File: src/rtl/vag_pkg.sv
package vag_pkg;

  typedef enum logic [1:0] {
    AM_UNIT   = 2'd0,
    AM_STRIDE = 2'd1,
    AM_INDEX  = 2'd2
  } amode_e;

  // bytes per element for a size code
  function automatic logic [3:0] elem_bytes(input logic [1:0] ew);
    return 4'd1 << ew;
  endfunction

  // low address bits that must be zero for a given size code
  function automatic logic lane_misaligned(input logic [2:0] lo, input logic [1:0] ew);
    logic [2:0] m;
    m = 3'(elem_bytes(ew) - 4'd1);
    return (lo & m) != 3'd0;
  endfunction

endpackage

File: src/rtl/vag_lane.sv
module vag_lane
  import vag_pkg::*;
#(
  parameter int AW   = 32,
  parameter int IW   = 16,
  parameter int LANE = 0
) (
  input  amode_e          mode,
  input  logic [1:0]      ew,
  input  logic [AW-1:0]   base,
  input  logic [AW-1:0]   cur,
  input  logic [AW-1:0]   step,
  input  logic [IW-1:0]   idx,
  output logic [AW-1:0]   addr,
  output logic            mis
);
  logic [AW-1:0] lane_off;
  logic [AW-1:0] idx_ext;

  assign lane_off = step * AW'(LANE);
  assign idx_ext  = {{(AW-IW){idx[IW-1]}}, idx};
  assign addr     = (mode == AM_INDEX) ? base + idx_ext : cur + lane_off;
  assign mis      = lane_misaligned(addr[2:0], ew);
endmodule

File: src/rtl/vag_first.sv
module vag_first #(
  parameter int N  = 4,
  localparam int PW = (N > 1) ? $clog2(N) : 1
) (
  input  logic [N-1:0]  vec,
  output logic          any,
  output logic [PW-1:0] pos,
  output logic [N-1:0]  below
);
  always_comb begin
    any = 1'b0;
    pos = '0;
    for (int i = N - 1; i >= 0; i--) begin
      if (vec[i]) begin
        any = 1'b1;
        pos = PW'(i);
      end
    end
    for (int i = 0; i < N; i++) begin
      below[i] = !any || (PW'(i) < pos);
    end
  end
endmodule

File: src/rtl/vec_addr_gen.sv
module vec_addr_gen
  import vag_pkg::*;
#(
  parameter int AW     = 32,
  parameter int LANES  = 4,
  parameter int VLEN_W = 8,
  parameter int SW     = 16,
  parameter int IW     = 16
) (
  input  logic                clk,
  input  logic                rst_n,
  input  logic                start_i,
  input  logic [1:0]          mode_i,
  input  logic [1:0]          ew_i,
  input  logic [AW-1:0]       base_i,
  input  logic [SW-1:0]       stride_i,
  input  logic [VLEN_W-1:0]   vlen_i,
  input  logic                idx_valid_i,
  input  logic [LANES*IW-1:0] idx_i,
  output logic                idx_ready_o,
  output logic                out_valid_o,
  input  logic                out_ready_i,
  output logic [LANES*AW-1:0] addr_o,
  output logic [LANES-1:0]    mask_o,
  output logic                done_o,
  output logic                err_o,
  output logic [VLEN_W-1:0]   err_elem_o,
  output logic                busy_o
);
  localparam int CNT_W = VLEN_W + 1;
  localparam int PW    = (LANES > 1) ? $clog2(LANES) : 1;

  amode_e              mode_q;
  logic [1:0]          ew_q;
  logic [AW-1:0]       base_q, cur_q, step_q;
  logic [VLEN_W-1:0]   vlen_q;
  logic [CNT_W-1:0]    elem_q;
  logic                busy_q, ov_q, last_q, done_q, err_q;
  logic [LANES*AW-1:0] addr_q;
  logic [LANES-1:0]    mask_q;
  logic [VLEN_W-1:0]   err_elem_q;

  // named events
  logic slot_free, start_ok, zero_len_start, idx_ok, beat_load, beat_take, last_beat;
  logic [AW-1:0]       step_in;
  logic [LANES*AW-1:0] lane_bus;
  logic [LANES-1:0]    lane_mis, act;
  logic                bad_any;
  logic [PW-1:0]       bad_pos;
  logic [LANES-1:0]    bad_below;

  assign slot_free      = !ov_q || out_ready_i;
  assign start_ok       = start_i && !busy_q && !ov_q;
  assign zero_len_start = start_ok && (vlen_i == '0);
  assign idx_ok         = (mode_q != AM_INDEX) || idx_valid_i;
  assign beat_load      = busy_q && slot_free && idx_ok;
  assign beat_take      = ov_q && out_ready_i;
  assign last_beat      = (elem_q + CNT_W'(LANES)) >= {1'b0, vlen_q};
  assign idx_ready_o    = busy_q && (mode_q == AM_INDEX) && slot_free;

  always_comb begin
    case (mode_i)
      AM_UNIT:   step_in = AW'(elem_bytes(ew_i));
      AM_STRIDE: step_in = {{(AW-SW){stride_i[SW-1]}}, stride_i};
      default:   step_in = '0;
    endcase
  end

  for (genvar k = 0; k < LANES; k++) begin : g_lane
    vag_lane #(.AW(AW), .IW(IW), .LANE(k)) u_lane (
      .mode (mode_q),
      .ew   (ew_q),
      .base (base_q),
      .cur  (cur_q),
      .step (step_q),
      .idx  (idx_i[k*IW +: IW]),
      .addr (lane_bus[k*AW +: AW]),
      .mis  (lane_mis[k])
    );
    assign act[k] = (elem_q + CNT_W'(k)) < {1'b0, vlen_q};
  end

  vag_first #(.N(LANES)) u_first (
    .vec   (act & lane_mis),
    .any   (bad_any),
    .pos   (bad_pos),
    .below (bad_below)
  );

  always_ff @(posedge clk) begin
    if (!rst_n) begin
      mode_q     <= AM_UNIT;
      ew_q       <= '0;
      base_q     <= '0;
      cur_q      <= '0;
      step_q     <= '0;
      vlen_q     <= '0;
      elem_q     <= '0;
      busy_q     <= 1'b0;
      ov_q       <= 1'b0;
      last_q     <= 1'b0;
      done_q     <= 1'b0;
      err_q      <= 1'b0;
      addr_q     <= '0;
      mask_q     <= '0;
      err_elem_q <= '0;
    end else begin
      done_q <= (beat_take && last_q) || zero_len_start;
      if (start_ok) begin
        mode_q     <= amode_e'(mode_i);
        ew_q       <= ew_i;
        base_q     <= base_i;
        cur_q      <= base_i;
        step_q     <= step_in;
        vlen_q     <= vlen_i;
        elem_q     <= '0;
        busy_q     <= (vlen_i != '0);
        err_q      <= 1'b0;
        err_elem_q <= '0;
      end
      if (beat_load) begin
        addr_q <= lane_bus;
        if (bad_any) begin
          ov_q       <= (bad_pos != '0);
          mask_q     <= bad_below & act;
          last_q     <= 1'b0;
          busy_q     <= 1'b0;
          err_q      <= 1'b1;
          err_elem_q <= VLEN_W'(elem_q + CNT_W'(bad_pos));
        end else begin
          ov_q   <= 1'b1;
          mask_q <= act;
          last_q <= last_beat;
          if (last_beat) busy_q <= 1'b0;
          elem_q <= elem_q + CNT_W'(LANES);
          cur_q  <= cur_q + step_q * AW'(LANES);
        end
      end else if (beat_take) begin
        ov_q <= 1'b0;
      end
    end
  end

  assign out_valid_o = ov_q;
  assign addr_o      = addr_q;
  assign mask_o      = mask_q;
  assign done_o      = done_q;
  assign err_o       = err_q;
  assign err_elem_o  = err_elem_q;
  assign busy_o      = busy_q;


  stall_hold_chk: assert property (@(posedge clk) disable iff (!rst_n)
    (out_valid_o && !out_ready_i) |=> (out_valid_o && $stable(addr_o) && $stable(mask_o)));


  mask_shape_chk: assert property (@(posedge clk) disable iff (!rst_n)
    out_valid_o |-> ((mask_o != '0) && ((mask_o & (mask_o + LANES'(1))) == '0)));


  done_cause_chk: assert property (@(posedge clk) disable iff (!rst_n)
    done_o |-> ($past(beat_take) || $past(zero_len_start)));


  err_stop_chk: assert property (@(posedge clk) disable iff (!rst_n)
    $rose(err_o) |-> (!busy_o && !done_o));

  for (genvar k = 0; k < LANES; k++) begin : g_align_chk

    lane_align_chk: assert property (@(posedge clk) disable iff (!rst_n)
      (out_valid_o && mask_o[k]) |-> !lane_misaligned(addr_o[k*AW +: 3], ew_q));
  end
endmodule

File: config.mk
export PLATFORM = sky130hd
export DESIGN_NAME = vec_addr_gen
export DESIGN_NICKNAME = d
export VERILOG_FILES = /design/src/rtl/vag_pkg.sv /design/src/rtl/vag_lane.sv /design/src/rtl/vag_first.sv /design/src/rtl/vec_addr_gen.sv
export SDC_FILE = /design/constraint.sdc
export NUM_CORES = 1
export LEC_CHECK = 0
export BUFFER_PORTS_ARGS = -buffer_cell sky130_fd_sc_hd__buf_2
export CELL_PAD_IN_SITES_DETAIL_PLACEMENT = 1
export CELL_PAD_IN_SITES_GLOBAL_PLACEMENT = 2
export CORE_MARGIN = 2
export CORE_UTILIZATION = 35
export CTS_CLUSTER_SIZE = 16
export DETAILED_ROUTE_END_ITERATION = 10
export GPL_ROUTABILITY_DRIVEN = 0
export PLACE_DENSITY_LB_ADDON = 0.25
export REMOVE_ABC_BUFFERS = 1
export SLEW_MARGIN = 15
export SYNTH_ARGS = -nofsm -noshare
export SYNTH_HDL_FRONTEND = slang
export SYNTH_SLANG_ARGS = --single-unit
File: constraint.sdc
create_clock -name clk -period 5.15 [get_ports clk]
set_input_delay 0.2575 -clock clk [delete_from_list [all_inputs] [get_ports clk]]
set_output_delay 0.2575 -clock clk [all_outputs]
set_load 0.01 [all_outputs]
==> summary.txt <==
Outcome
  – Run status: finished clean

Routing
  – Overall routed net length: 93.89 mm
  – Met2 wire len: ~43 mm
  – DR pass1 iterations: 5
  – Highest routed layer: met5
  – Via count: 23233
  – M1 WL: between 40 and 50 mm
  – Met3 wire length: 4.499 mm
  – Via density: 5.837
  – Routed WL per cell: 23.59 um
  – DR iter-0 viols: between 1000 and 1500
  – Detail Route Antenna Nets: 0
  – DRC: 0

Synth
  – Seq/Total Area, Yosys: about 22%
  – Cells after synthesis: around 2900
  – Ys Warns: 0
  – EDFF count, synth: 0
  – FFs w/ async S/R, synth: 0%
  – Avg Cell Area, Syn: 7.671 sq um
  – Register bit count reported by yosys: roughly 250
  – Cell variety after synth: 89
  – Ys flop type: dfxtp_1
  – Cell Area, Synth: 22110 sq um

Critical path
  – CP Launch Type: flop
  – Crit-path leading delay family: simple AND/OR/NAND/NOR gates
  – Levels on crit path: 16
  – R2R cell count: 16
  – Largest stage delay on the critical path: 0.70 ns
  – Critical Path RT: 5.62 ns
  – CP Cell Sequence: inv_1 -> fa_1 -> xnor2_1 -> o21ai_0 -> o21ai_0 -> a32oi_1 -> or4b_1 -> and2_0 -> nand2b_1 -> inv_1 -> ha_1 -> a21oi_1 -> nor2_1 -> xnor2_1 -> nor2_1 -> o21a_1
  – Crit. End Element: flop
  – CP max stage cell: or4b_1
  – WS Path Type: reg -> reg
  – CP arrival: 4.88 ns
  – Bufs and invs on worst path: 2
  – Crit path max fanout: 6

GRT
  – Antenna violations before repair: 1
  – Gr usage total: 28.06%
  – Vias in the first global route: 23809
  – Pin count of the biggest net entering global routing: between 90 and 100
  – First-pass GRT wire length: 144.1 mm
  – GRT overflow: 0

Floorplan
  – Die area: approximately 65000 sq um
  – Die height: between 200 and 300 um
  – Site Rows: 92
  – Die X-Extent: 255.3 um
  – Core footprint: 62740 sq um
  – Num ports: 274
  – Starting density of the core: around a third

CTS
  – H-tree levels: 2
  – Root Driver: clkbuf_16
  – Clk buf depth: 3
  – Post CTS Setup Buffer Count: 0
  – Post-CTS sizing: 0
  – Clock latency at the later pin of the worst-skew pair: 0.58 ns
  – CTS sink cnt: 246
  – CTS clock-pin slew for the worst setup and hold paths: 0.06 ns
  – CTS tree: yes
  – CTS Buf Count: 34

Cells and area
  – Fill cell count: approximately 7700
  – Final nets: around 3500
  – Synth-to-Final Area Change: 16.57%
  – Seq. cell area: between 4000 and 5000 sq um
  – Share of cells above drive strength 1: about an eighth
  – Antenna cells: 0
  – Finished Core Util: 41.08%
  – Multi-input combinational cell area: 16340 sq um

STA
  – RSZ-0062 raised after global routing: no
  – Clock Skews: 0.03141 ns
  – Final Slew Violations: 0
  – Fin worst setup slack: 0.7427 ns
  – Worst slew pin tran: 0.9282 ns
  – Max-slew headroom: 37.98%
  – Setup TNS: 0 ns
  – Hold slack: 0.01982 ns
  – Final period util: about 86%
  – Post-layout min period: 4.407 ns
  – Final setup fails: 0
  – FMAX: 226.9 MHz
  – Final hold vios: 0

Flow run
  – Total of max-cap violations: 0

Power
  – Maximum vdd drop: 0.0001960 V
  – PD cells: between 300 and 400 nW/um^2
  – Tot Pwr: 8267 uW
  – Leakage: 0.01158 uW

Place
  – Input/output buffers: 273
  – Place WS: approximately 0.75 ns
  – HPWL Detailed: 72.61 mm

Hold path
  – Hold Crit Class: in -> reg
  – Number of cells on the worst hold path: 3
[registers in the layout (all words and copies together) (netlist names), 4 cells and up]
name,cells
cur_q,32
base_q,32
elem_q,9
err_elem_o,8
addr_o,128
vlen_q,8
mask_o,4
step_q,16
[cell usage after synthesis (all sizes together) (10+ instances only)]
| cell type | instances | area share [%] |
|---|---|---|
| a211oi | 50 | 1.7 |
| a21boi | 16 | 0.54 |
| a21o | 101 | 3.4 |
| a21oi | 339 | 7.8 |
| a221oi | 14 | 0.61 |
| a311oi | 49 | 2.0 |
| a31oi | 30 | 0.85 |
| and2 | 19 | 0.54 |
| and3 | 38 | 1.1 |
| buf | 40 | 0.87 |
| clkbuf | 110 | 1.9 |
| dfxtp | 246 | 22 |
| fa | 24 | 2.2 |
| ha | 244 | 14 |
| inv | 77 | 1.3 |
| mux2i | 10 | 0.45 |
| nand2 | 336 | 5.7 |
| nand2b | 24 | 0.68 |
| nand3 | 96 | 2.2 |
| nand3b | 11 | 0.37 |
| nand4 | 19 | 0.54 |
| nor2 | 232 | 4.0 |
| nor2b | 33 | 0.95 |
| nor3 | 53 | 1.2 |
| o211ai | 33 | 1.1 |
| o21a | 48 | 1.6 |
| o21ai | 179 | 4.1 |
| o21bai | 23 | 0.78 |
| o221ai | 19 | 0.75 |
| or2 | 10 | 0.28 |
| or3 | 19 | 0.54 |
| xnor2 | 139 | 5.5 |
| xor2 | 84 | 3.3 |
[worst reg2reg max path, delay by kind of cell, from the launching register on]
family	cells	cell delay, ns
buffers and inverters	2	0.37
AOI/OAI and AO/OA	5	0.99
and+or+nand+nor	5	1.23
adders and majority gates	2	0.73
DFF	1	0.54
xor gates and xnor gates	2	0.44
[cells in the final DEF, fill, tap and decap left out, types with 16 or more instances in the layout]
master and n:
a21oi_1 335, nand2_1 334, buf_2 272, dfxtp_1 246, ha_1 244, nor2_1 228
o21ai_0 163, xnor2_1 139, a21o_1 101, nand3_1 95, xor2_1 84, inv_1 76
nor3_1 53, a211oi_1 49, o21a_1 48, a311oi_1 47, dlygate4sd3_1 46, and3_1 38
clkbuf_16 34, o211ai_1 32, nor2b_1 31, a31oi_1 30, fa_1 24, o21bai_1 23
nand2b_1 23, buf_4 22, or3_1 19, nand4_1 19, o221ai_1 19, and2_1 16
[report_power, final]
group | switching (uW) | total [uW] | internal (uW)
combinational | 2110 | 3360 | 1250
clock | 1010 | 2390 | 1380
sequential | 343 | 2520 | 2170
total | 3460 | 8270 | 4810
[area by class of cell]
class	count	area share [%]
Multi-Input combinational cell	2409	63.39
Sequential cell	246	19.11
Timing Repair Buffer	343	7.943
Tap cell	846	4.107
Clock buffer	46	3.748
Inverter	77	1.141
Clock inverter	13	0.5632
[timing repair]
action	in CTS	in global routing
hold buffers	46	0
hold endpoints to repair	51	0
endpoints found under the setup margin	0	0
[through the flow]
step	instances	cell area, sq um
after floorplan	2732	21500
after global placement	3875	24200
after detailed placement	3875	24200
after CTS	3980	25770
after global routing	3980	25770
final	3980	25770
[per-layer routing]
| layer | track usage [%] | vias up |
|---|---|---|
| met5 | 0 | - |
| met4 | 9.493 | 2 |
| met3 | 3.740 | 135 |
| met1 | 38.18 | 11513 |
| met2 | 45.55 | 608 |
| li1 | - | 10975 |
[worst paths after layout]
check	from	end	slack, ns
max reg2reg	base_q[1]	err_elem_o[3]	0.74
min	base_i[25]	base_q[25]	0.02
min reg2reg	addr_o[33]	addr_o[33]	0.45
max	base_q[1]	err_elem_o[3]	0.74
[logic make-up (layout without fill, tap and decap cells)]
group	after synthesis	count (layout)	synth area share (%)
compound gates	993	993	29.44
buf+inv	227	479	4.041
flops	246	246	22.28
simple gates	913	913	18.87
fa+ha+maj	268	268	15.98
mux	12	12	0.5546
xor+xnor	223	223	8.834
Power figures use the tool's default switching activity.
